<file path="src/rtl/hdlc_tx_pkg.sv">
package hdlc_tx_pkg;

  typedef enum logic [2:0] {
    ST_IDLE,
    ST_OPEN,
    ST_DATA,
    ST_FCS,
    ST_CLOSE
  } tx_state_e;

  // one reflected CRC step for a single line bit
  function automatic logic [15:0] crc_bit_step(input logic [15:0] c,
                                               input logic        b,
                                               input logic [15:0] poly);
    logic fb;
    fb = c[0] ^ b;
    crc_bit_step = (c >> 1) ^ (fb ? poly : 16'h0000);
  endfunction

endpackage

</file>
<file path="src/rtl/hdlc_fcs_gen.sv">
module hdlc_fcs_gen #(
  parameter int            FCS_W = 16,
  parameter logic [15:0]   POLY  = 16'h8408,
  parameter logic [15:0]   INIT  = 16'hFFFF
) (
  input  logic             clk,
  input  logic             rst,
  input  logic             init_i,
  input  logic             step_i,
  input  logic             bit_i,
  output logic [FCS_W-1:0] crc_upd_o
);
  import hdlc_tx_pkg::*;

  logic [FCS_W-1:0] crc_q;

  always_comb begin
    crc_upd_o = crc_bit_step(crc_q, bit_i, POLY);
  end

  always_ff @(posedge clk) begin
    if (rst || init_i) begin
      crc_q <= INIT;
    end else if (step_i) begin
      crc_q <= crc_upd_o;
    end
  end

endmodule

</file>
<file path="src/rtl/hdlc_zero_ins.sv">
module hdlc_zero_ins #(
  parameter int RUN_MAX = 5
) (
  input  logic clk,
  input  logic rst,
  input  logic clr_i,
  input  logic step_i,
  input  logic bit_i,
  input  logic ins_i,
  output logic due_o,
  output logic due_next_o
);
  localparam int RUN_W = $clog2(RUN_MAX + 1);

  logic [RUN_W-1:0] run_q;
  logic [RUN_W-1:0] run_d;

  always_comb begin
    run_d = run_q;
    if (clr_i || ins_i) begin
      run_d = '0;
    end else if (step_i) begin
      run_d = bit_i ? run_q + RUN_W'(1) : '0;
    end
    due_o      = (run_q == RUN_W'(RUN_MAX));
    due_next_o = (run_d == RUN_W'(RUN_MAX));
  end

  always_ff @(posedge clk) begin
    if (rst) begin
      run_q <= '0;
    end else begin
      run_q <= run_d;
    end
  end

endmodule

</file>
<file path="src/rtl/hdlc_tx_seq.sv">
module hdlc_tx_seq #(
  parameter int               DATA_W  = 8,
  parameter int               FLAG_W  = 8,
  parameter logic [FLAG_W-1:0] FLAG   = 8'h7E,
  parameter int               N_CLOSE = 2,
  parameter int               FCS_W   = 16
) (
  input  logic              clk,
  input  logic              rst,
  input  logic              in_valid,
  input  logic [DATA_W-1:0] in_data,
  input  logic              in_last,
  output logic              in_ready,
  output logic              bit_out,
  output logic              bit_en,
  input  logic [FCS_W-1:0]  crc_upd,
  input  logic              stuff_due,
  input  logic              stuff_due_next,
  output logic              crc_init,
  output logic              crc_step,
  output logic              line_bit,
  output logic              run_clr,
  output logic              run_step,
  output logic              stuff_ins,
  output logic              byte_take,
  output logic              frame_start,
  output logic              frame_end
);
  import hdlc_tx_pkg::*;

  localparam int CLOSE_W = FLAG_W * N_CLOSE;
  localparam int SH_A    = (FCS_W > CLOSE_W) ? FCS_W : CLOSE_W;
  localparam int SH_W    = (SH_A > DATA_W) ? SH_A : DATA_W;
  localparam int CNT_W   = $clog2(SH_W + 1);

  tx_state_e        state_q, state_d;
  logic [SH_W-1:0]  sh_q, sh_d;
  logic [CNT_W-1:0] cnt_q, cnt_d;
  logic             last_q, last_d;
  logic             emit;
  logic             bit_q, en_q;
  logic [CLOSE_W-1:0] close_pat;
  logic [FCS_W-1:0]   fcs_val;

  for (genvar g = 0; g < N_CLOSE; g++) begin : g_close
    assign close_pat[g*FLAG_W +: FLAG_W] = FLAG;
  end

  assign fcs_val = ~crc_upd;

  always_comb begin
    state_d     = state_q;
    sh_d        = sh_q;
    cnt_d       = cnt_q;
    last_d      = last_q;
    emit        = 1'b0;
    line_bit    = 1'b0;
    crc_init    = 1'b0;
    crc_step    = 1'b0;
    run_clr     = 1'b0;
    run_step    = 1'b0;
    stuff_ins   = 1'b0;
    in_ready    = 1'b0;
    byte_take   = 1'b0;
    frame_start = 1'b0;
    frame_end   = 1'b0;
    unique case (state_q)
      ST_IDLE: begin
        if (in_valid) begin
          state_d     = ST_OPEN;
          sh_d        = SH_W'(FLAG);
          cnt_d       = CNT_W'(FLAG_W);
          frame_start = 1'b1;
          crc_init    = 1'b1;
          run_clr     = 1'b1;
        end
      end
      ST_OPEN: begin
        emit     = 1'b1;
        line_bit = sh_q[0];
        sh_d     = sh_q >> 1;
        cnt_d    = cnt_q - CNT_W'(1);
        if (cnt_q == CNT_W'(1)) begin
          state_d = ST_DATA;
          last_d  = 1'b0;
        end
      end
      ST_DATA, ST_FCS: begin
        if (stuff_due) begin
          emit      = 1'b1;
          line_bit  = 1'b0;
          stuff_ins = 1'b1;
          if (state_q == ST_FCS && cnt_q == '0) begin
            state_d = ST_CLOSE;
            sh_d    = SH_W'(close_pat);
            cnt_d   = CNT_W'(CLOSE_W);
          end
        end else if (cnt_q != '0) begin
          emit     = 1'b1;
          line_bit = sh_q[0];
          sh_d     = sh_q >> 1;
          cnt_d    = cnt_q - CNT_W'(1);
          run_step = 1'b1;
          crc_step = (state_q == ST_DATA);
          if (cnt_q == CNT_W'(1)) begin
            if (state_q == ST_DATA && last_q) begin
              state_d = ST_FCS;
              sh_d    = SH_W'(fcs_val);
              cnt_d   = CNT_W'(FCS_W);
            end else if (state_q == ST_FCS && !stuff_due_next) begin
              state_d = ST_CLOSE;
              sh_d    = SH_W'(close_pat);
              cnt_d   = CNT_W'(CLOSE_W);
            end
          end
        end else if (state_q == ST_DATA) begin
          in_ready = 1'b1;
          if (in_valid) begin
            byte_take = 1'b1;
            emit      = 1'b1;
            line_bit  = in_data[0];
            sh_d      = SH_W'(in_data >> 1);
            cnt_d     = CNT_W'(DATA_W - 1);
            last_d    = in_last;
            run_step  = 1'b1;
            crc_step  = 1'b1;
          end
        end
      end
      ST_CLOSE: begin
        emit     = 1'b1;
        line_bit = sh_q[0];
        sh_d     = sh_q >> 1;
        cnt_d    = cnt_q - CNT_W'(1);
        if (cnt_q == CNT_W'(1)) begin
          state_d   = ST_IDLE;
          frame_end = 1'b1;
        end
      end
      default: state_d = ST_IDLE;
    endcase
  end

  always_ff @(posedge clk) begin
    if (rst) begin
      state_q <= ST_IDLE;
      sh_q    <= '0;
      cnt_q   <= '0;
      last_q  <= 1'b0;
      bit_q   <= 1'b0;
      en_q    <= 1'b0;
    end else begin
      state_q <= state_d;
      sh_q    <= sh_d;
      cnt_q   <= cnt_d;
      last_q  <= last_d;
      bit_q   <= emit & line_bit;
      en_q    <= emit;
    end
  end

  assign bit_out = bit_q;
  assign bit_en  = en_q;

endmodule

</file>
<file path="src/rtl/hdlc_tx_framer.sv">
module hdlc_tx_framer #(
  parameter int                DATA_W  = 8,
  parameter int                FLAG_W  = 8,
  parameter logic [FLAG_W-1:0] FLAG    = 8'h7E,
  parameter int                N_CLOSE = 2,
  parameter int                RUN_MAX = 5,
  parameter int                FCS_W   = 16,
  parameter logic [15:0]       POLY    = 16'h8408,
  parameter logic [15:0]       INIT    = 16'hFFFF
) (
  input  logic              clk,
  input  logic              rst,
  input  logic              in_valid,
  input  logic [DATA_W-1:0] in_data,
  input  logic              in_last,
  output logic              in_ready,
  output logic              bit_out,
  output logic              bit_en
);

  logic [FCS_W-1:0] w_crc_upd;
  logic w_crc_init, w_crc_step, w_line_bit;
  logic w_run_clr, w_run_step, w_stuff_ins;
  logic w_stuff_due, w_stuff_due_next;
  logic w_byte_take, w_frame_start, w_frame_end;

  hdlc_tx_seq #(
    .DATA_W (DATA_W),
    .FLAG_W (FLAG_W),
    .FLAG   (FLAG),
    .N_CLOSE(N_CLOSE),
    .FCS_W  (FCS_W)
  ) i_seq (
    .clk           (clk),
    .rst           (rst),
    .in_valid      (in_valid),
    .in_data       (in_data),
    .in_last       (in_last),
    .in_ready      (in_ready),
    .bit_out       (bit_out),
    .bit_en        (bit_en),
    .crc_upd       (w_crc_upd),
    .stuff_due     (w_stuff_due),
    .stuff_due_next(w_stuff_due_next),
    .crc_init      (w_crc_init),
    .crc_step      (w_crc_step),
    .line_bit      (w_line_bit),
    .run_clr       (w_run_clr),
    .run_step      (w_run_step),
    .stuff_ins     (w_stuff_ins),
    .byte_take     (w_byte_take),
    .frame_start   (w_frame_start),
    .frame_end     (w_frame_end)
  );

  hdlc_fcs_gen #(
    .FCS_W(FCS_W),
    .POLY (POLY),
    .INIT (INIT)
  ) i_fcs (
    .clk      (clk),
    .rst      (rst),
    .init_i   (w_crc_init),
    .step_i   (w_crc_step),
    .bit_i    (w_line_bit),
    .crc_upd_o(w_crc_upd)
  );

  hdlc_zero_ins #(
    .RUN_MAX(RUN_MAX)
  ) i_zins (
    .clk       (clk),
    .rst       (rst),
    .clr_i     (w_run_clr),
    .step_i    (w_run_step),
    .bit_i     (w_line_bit),
    .ins_i     (w_stuff_ins),
    .due_o     (w_stuff_due),
    .due_next_o(w_stuff_due_next)
  );

endmodule

</file>
<file path="config.mk">
export PLATFORM = sky130hd
export DESIGN_NAME = hdlc_tx_framer
export DESIGN_NICKNAME = d
export VERILOG_FILES = /design/src/rtl/hdlc_tx_pkg.sv /design/src/rtl/hdlc_fcs_gen.sv /design/src/rtl/hdlc_zero_ins.sv /design/src/rtl/hdlc_tx_seq.sv /design/src/rtl/hdlc_tx_framer.sv
export SDC_FILE = /design/constraint.sdc
export NUM_CORES = 1
export LEC_CHECK = 0
export ABC_AREA = 0
export CORE_MARGIN = 1.5
export CORE_UTILIZATION = 55
export DETAILED_ROUTE_END_ITERATION = 8
export DONT_BUFFER_PORTS = 1
export GPL_TIMING_DRIVEN = 1
export PLACE_DENSITY = 0.72
export SLEW_MARGIN = 0
export SYNTH_ARGS = -nofsm -noshare
export SYNTH_HDL_FRONTEND = slang
export SYNTH_SLANG_ARGS = --single-unit
</file>
<file path="constraint.sdc">
create_clock -name clk -period 3.1 [get_ports clk]
set_clock_uncertainty 0.05 [all_clocks]
set_input_delay 0.31 -clock clk [delete_from_list [all_inputs] [get_ports clk]]
set_output_delay 0.31 -clock clk [all_outputs]
set_load 0.005 [all_outputs]
</file>
==> results.yml, run 1 <==
pwr:
  power_mw: 2.471
  ir_worst_vdd_v: 0.0004690
  leakagePower_nw: 1.077
  power_density_nw_per_um2: 862.7
yosys:
  synth_seq_area_share_pct: 34.51
  synth_seq_cells: 46
  ys.flop_type: "dfxtp_1"
  postSynthAreaPerCell_um2: 8.112
  synthesis.instances: 329
  synth_edf_count: 0
  syn_area_um2: 2669
  syn-num-nets: 346
  synthArstFlopShare_pct: 0
  yosysWarnings: 0
  yosysUniqueCellTypes: 55
timing:
  worst_slew_pin_slew_ps: 736.6
  fmax_mhz: 346.4
  fin_tns_setup_ps: 0
  finalCritPeriodShare_pct: 93.14
  setup_viol: 0
  period_needed_ps: 2887
  whs_ps: 24.51
  finalMaxSlewViolations: 0
  final-hold-violation-count: 0
  slew_headroom_pct: 50.52
  rsz0062_at_grt: "no"
floorplan:
  ios: 15
  die_y_um: 72.66
  dieArea_um2: 5279
  start_util_pct: 56.88
  rows: 25
  core-area_um2: 4692
  die_x_um: 72.66
worst_setup_path:
  endpoint_kind: "flop"
  cp_top_family: "compound AO/OA/AOI/OAI gates"
  r2r_start: "i_seq.cnt_q[0]"
  r2r_slack_ps: 210
  cp.depth: 9
  critical_path.max_stage_delay_ps: 520
  worstRegToRegCells: 9
  endpoint: "i_seq.cnt_q[4]"
  cp.arrival_ps: 3050
  path_class: "reg -> reg"
  critPathRequiredTime_ps: 3260
  path_cells: "inv_1 > ha_1 > or4b_4 > o2111a_1 > xnor2_1 > o41a_1 > buf_4 > nand2_1 > a221oi_1"
  slowest_stage: "or4b_4"
  r2r_end: "i_seq.cnt_q[4]"
  worstPathMaxFanout: 10
  cp_num_buf_inv: 2
  critPathLaunchType: "flop"
  crit_start: "i_seq.cnt_q[0]"
worst_hold_path:
  min-delay-start: "rst"
  hp-class: "in -> reg"
cells_and_area:
  final_nets: 349
  layout_commonest_cell: "nand2_1"
  drive_gt1_share_pct: 9.309
  mostFrequentLayoutCells: "nand2_1, dfxtp_1, a21oi_1, nor2_1, o21ai_0"
  finalInstanceArea_um2: 2864
  area_growth_pct: 7.314
  fillCellCount: 449
  antenna_cells: 0
  final_cell_count_no_fill: 387
placed_design:
  place_area_um2: 2754
  dp.cells: 377
  dp_hpwl_um: 4745
  gp_congestion: 0.9176
  port_buffers: 0
detailed_routing:
  num_vias: 2527
  routed_wl_um: 6768
  first_pass_iters: 6
  via_per_inst: 6.530
  drt-wirelength-per-cell_um: 17.49
  drt_iter0_markers: 246
  drc: 0
  final_antenna_net_count: 0
clocking:
  worstSkewPairLatency_ps: 300
  h-tree-depth: 2
  cts_tree: "yes"
  clkSinkCount: 46
  numCtsBuffers: 5
  cts_setup_buffers: 0
  clockBufferDepth: 2
  cts_root_buffer: "clkbuf_8"
  cts.reportedPaths.clkPinSlew_ps: 90
grt:
  grt_pass1_wl_um: 11090
  overflow: 0
  grt_use_total_pct: 26.92
  grt_pass1_vias: 2275
  antenna_found_initial: 0
  grt_max_degree: 21
status:
  status: "finished clean"
job:
  maxCapViolCount: 0
[power by group]
part           switching (mW)  leakage (nW)  internal, mW  total [mW]
Sequential              0.127         0.375         0.693       0.821
Clock                   0.212        0.0452         0.159       0.372
Combinational           0.751         0.658         0.527        1.28
[cell type report]
cell class                      instances  area (um^2)  share of cell area (%)
Clock buffer                            6        72.57                   2.534
Clock inverter                          2        13.76                  0.4806
Inverter                               10        37.54                   1.311
Multi-Input combinational cell        252         1619                   56.53
Sequential cell                        46        920.9                   32.15
Tap cell                               54        67.56                   2.359
Timing Repair Buffer                   17        132.6                   4.631
[cells in the mapped netlist (3+ instances only)]
library cell / instances / area share, %
a211oi_1: 4 / 1.1
xnor2_1: 4 / 1.3
o21ai_0: 19 / 3.6
ha_1: 5 / 2.3
mux2i_1: 6 / 2.3
buf_6: 3 / 1.3
a2bb2oi_1: 4 / 1.3
dfxtp_1: 46 / 35
o21a_1: 3 / 0.84
nand3_1: 17 / 3.2
clkbuf_1: 15 / 2.1
nand2b_1: 6 / 1.4
and3b_1: 4 / 1.3
o211ai_1: 5 / 1.4
inv_1: 10 / 1.4
nor3_1: 8 / 1.5
a21oi_1: 26 / 4.9
o221ai_1: 7 / 2.3
a221oi_1: 14 / 4.6
nor2_1: 22 / 3.1
nand2_1: 51 / 7.2
nor2b_1: 5 / 1.2
[worst min path at each step]
| stage | to | slack, ps | cells after the start |
|---|---|---|---|
| 3_5_place_dp | i_seq.sh_q[7] | 330 | 1 |
| 4_1_cts | i_seq.sh_q[8] | 1 | 1 |
| 5_1_grt | i_seq.bit_en | 10 | 1 |
| 2_1_floorplan | i_seq.sh_q[14] | 380 | 2 |
| 3_3_place_gp | i_seq.sh_q[7] | 330 | 1 |
| 6_report | i_seq.last_q | 20 | 1 |
[state kept, by name, indices dropped and copies added (netlist names)]
register,flops
i_fcs.crc_q,16
i_seq.bit_en,1
i_seq.bit_out,1
i_seq.cnt_q,5
i_seq.last_q,1
i_seq.sh_q,16
i_seq.state_q,3
i_zins.run_q,3
[what timing repair did]
item / 4_1_cts / 5_1_grt
endpoints found under the hold margin: 1 / 1
hold buffers: 1 / 1
gates resized for setup: 0 / 1
endpoints found under the setup margin: 0 / 2
[kinds of logic after synthesis]
logic type               count (synthesis)  synth area share [%]
AO/OA/AOI/OAI                          111                 29.91
XOR/XNOR                                 7                 3.328
adder cells (fa/ha/maj)                  5                 2.344
buffers and inverters                   31                 5.297
flip-flops                              46                 34.51
multiplexers                             6                 2.250
AND/OR/NAND/NOR                        123                 22.36
[per-layer routing]
layer / vias to the layer above / global-route usage (%) / part of all wire [%]
met5: - / 0 / 0
met4: 0 / 10.48 / 1.3
met3: 11 / 6.354 / 7.1
met2: 92 / 39.96 / 45
met1: 1194 / 37.78 / 46
li1: 1230 / - / -
[metrics by stage]
stage          util, %  worst slack [ps]
6_report         61.04             212.8
5_1_grt          61.04             57.35
4_1_cts          60.75             163.6
3_5_place_dp     58.69             215.7
3_3_place_gp     58.69             290.7
2_1_floorplan        -             412.1
Power figures use the tool's default switching activity.
==> run 2: changes to the inputs <==
- MAX_ROUTING_LAYER: not set -> met4
- RECOVER_POWER: not set -> 50
==> run 2 against run 1 <==
Largest power group unchanged; routed wire length up 0.10%; first-iteration DRC count up 28%; largest cell class unchanged; core utilization about the same; sequential share of layout area about the same; clock power up 24%; critical path type unchanged; worst hold slack worse by 13 ps; via count down 1.3%.
==> results.yml, run 2 (synthesis results as in run 1) <==
cells_and_area:
  final_nets: 349
  fillCellCount: 433
  multi_input_area_um2: 1605
  top_regs: "i_fcs.crc_q (16), i_seq.sh_q (16), i_seq.cnt_q (5)"
  mostFrequentLayoutCells: "nand2_1, dfxtp_1, a21oi_1, nor2_1, o21ai_0"
  drive_gt1_share_pct: 8.108
  area_growth_pct: 7.267
  seq_area_um2: 920.9
  antenna_cells: 0
  final_util_pct: 61.01
  layout_commonest_cell: "nand2_1"
grt:
  antenna_found_initial: 0
  grt_pass1_wl_um: 11160
  grt_use_total_pct: 28.07
  overflow: 0
  grt_pass1_vias: 2272
  grt_max_degree: 21
worst_setup_path:
  crit_start: "i_seq.cnt_q[0]"
  critPathLaunchType: "flop"
  path_class: "reg -> reg"
  endpoint_kind: "flop"
  worstPathMaxFanout: 10
  worstRegToRegCells: 9
  r2r_slack_ps: 190
  r2r_start: "i_seq.cnt_q[0]"
  cp.arrival_ps: 3070
  critPathRequiredTime_ps: 3260
  r2r_end: "i_seq.cnt_q[3]"
status:
  status: "finished clean"
timing:
  finalMaxSlewViolations: 0
  finalCritPeriodShare_pct: 93.93
  worst_slew_pin_slew_ps: 769.6
  slew_headroom_pct: 48.30
  fmax_mhz: 343.4
  rsz0062_at_grt: "no"
  fin_tns_setup_ps: 0
  setup_viol: 0
  period_needed_ps: 2912
  final-hold-violation-count: 0
pwr:
  internal-power_mw: 1.444
  p_sw_share_pct: 43.02
  power_mw: 2.534
  combPwrFrac_pct: 49.6
  power_density_nw_per_um2: 885.1
  switchingPower_mw: 1.090
  clkPwrFrac_pct: 18.2
  leakagePower_nw: 1.066
  ir_worst_vdd_v: 0.0005110
  power_frac_seq_pct: 32.2
placed_design:
  gp_congestion: 0.9320
  dp_hpwl_um: 4695
  port_buffers: 0
detailed_routing:
  drt-wirelength-per-cell_um: 17.51
  num_vias: 2493
  final_antenna_net_count: 0
  routed_wl_um: 6775
  via_per_inst: 6.442
  drc: 0
  drt_iter0_markers: 314
  first_pass_iters: 4
worst_hold_path:
  min-delay-start: "rst"
  min_to: "i_seq.last_q"
  hold_path_depth: 1
  hp-class: "in -> reg"
floorplan:
  die_y_um: 72.66
  core-area_um2: 4692
  rows: 25
  die_x_um: 72.66
  dieArea_um2: 5279
  start_util_pct: 56.88
  ios: 15
clocking:
  cts_root_buffer: "clkbuf_8"
  cts_setup_buffers: 0
  worstSkewPairLatency_ps: 310
  cts_tree: "yes"
  cts.reportedPaths.clkPinSlew_ps: 90
  clkSinkCount: 46
  clockBufferDepth: 2
  numCtsBuffers: 5
  h-tree-depth: 2
job:
  maxCapViolCount: 0
[run 2: power groups by stage]
stage	clock, mW	combinational (mW)	sequential, mW
2_1_floorplan	0	0.995	0.771
3_3_place_gp	0	1.24	0.829
3_5_place_dp	0	1.25	0.830
4_1_cts	0.466	1.26	0.815
5_1_grt	0.482	1.38	0.832
6_report	0.461	1.26	0.817
[run 2: stage by stage]
step	area, um^2	hold slack [ps]	std cells	setup WS [ps]
after detailed placement	2754	330.8	377	226.8
after global routing	2863	0.2313	387	38.05
after global placement	2754	329.8	377	301.6
final	2863	11.62	387	188.3
after floorplan	2669	383.9	329	412.1
after CTS	2884	5.414	387	187.3
[run 2: final cells by class]
type                    instances  share of cell area [%]
multi-input cells             252                   56.08
flip-flops and latches         46                   32.17
repair buffers                 17                   4.239
clock buffers                   6                   2.535
well taps                      54                   2.360
clock inverters                 2                   1.311
inverters                      10                   1.311
[run 2: critical path, cell delays in order (launching register included)]
cell and delay, ps:
dfxtp_1 330, inv_1 130, ha_1 190, or4b_4 510
o211ai_1 280, mux2i_1 280, o41a_1 480, buf_4 260
nor3_1 60, o31a_1 240
[run 2: repair_timing]
item / 4_1_cts / 5_1_grt
endpoints found under the setup margin: 0 / 1
endpoints found under the hold margin: 1 / 0
hold buffers: 2 / 0
resized for setup: 0 / 1
[run 2: worst max-delay path by stage]
stage | endpoint | slack (ps) | cells past startpoint
floorplan | i_seq.state_q[0] | 410 | 10
global placement | i_seq.state_q[1] | 300 | 8
detailed placement | i_seq.state_q[0] | 230 | 8
CTS | i_seq.state_q[0] | 190 | 8
global route | i_seq.cnt_q[4] | 40 | 9
finish | i_seq.cnt_q[3] | 190 | 9
[run 2: layer usage]
metal | share of wire, % | track usage, % | vias up
met2 | 44 | 40.47 | 81
li1 | - | - | 1229
met1 | 48 | 39.53 | 1171
met4 | 1.8 | 9.644 | 0
met3 | 5.9 | 5.110 | 12
met5 | 0 | - | -
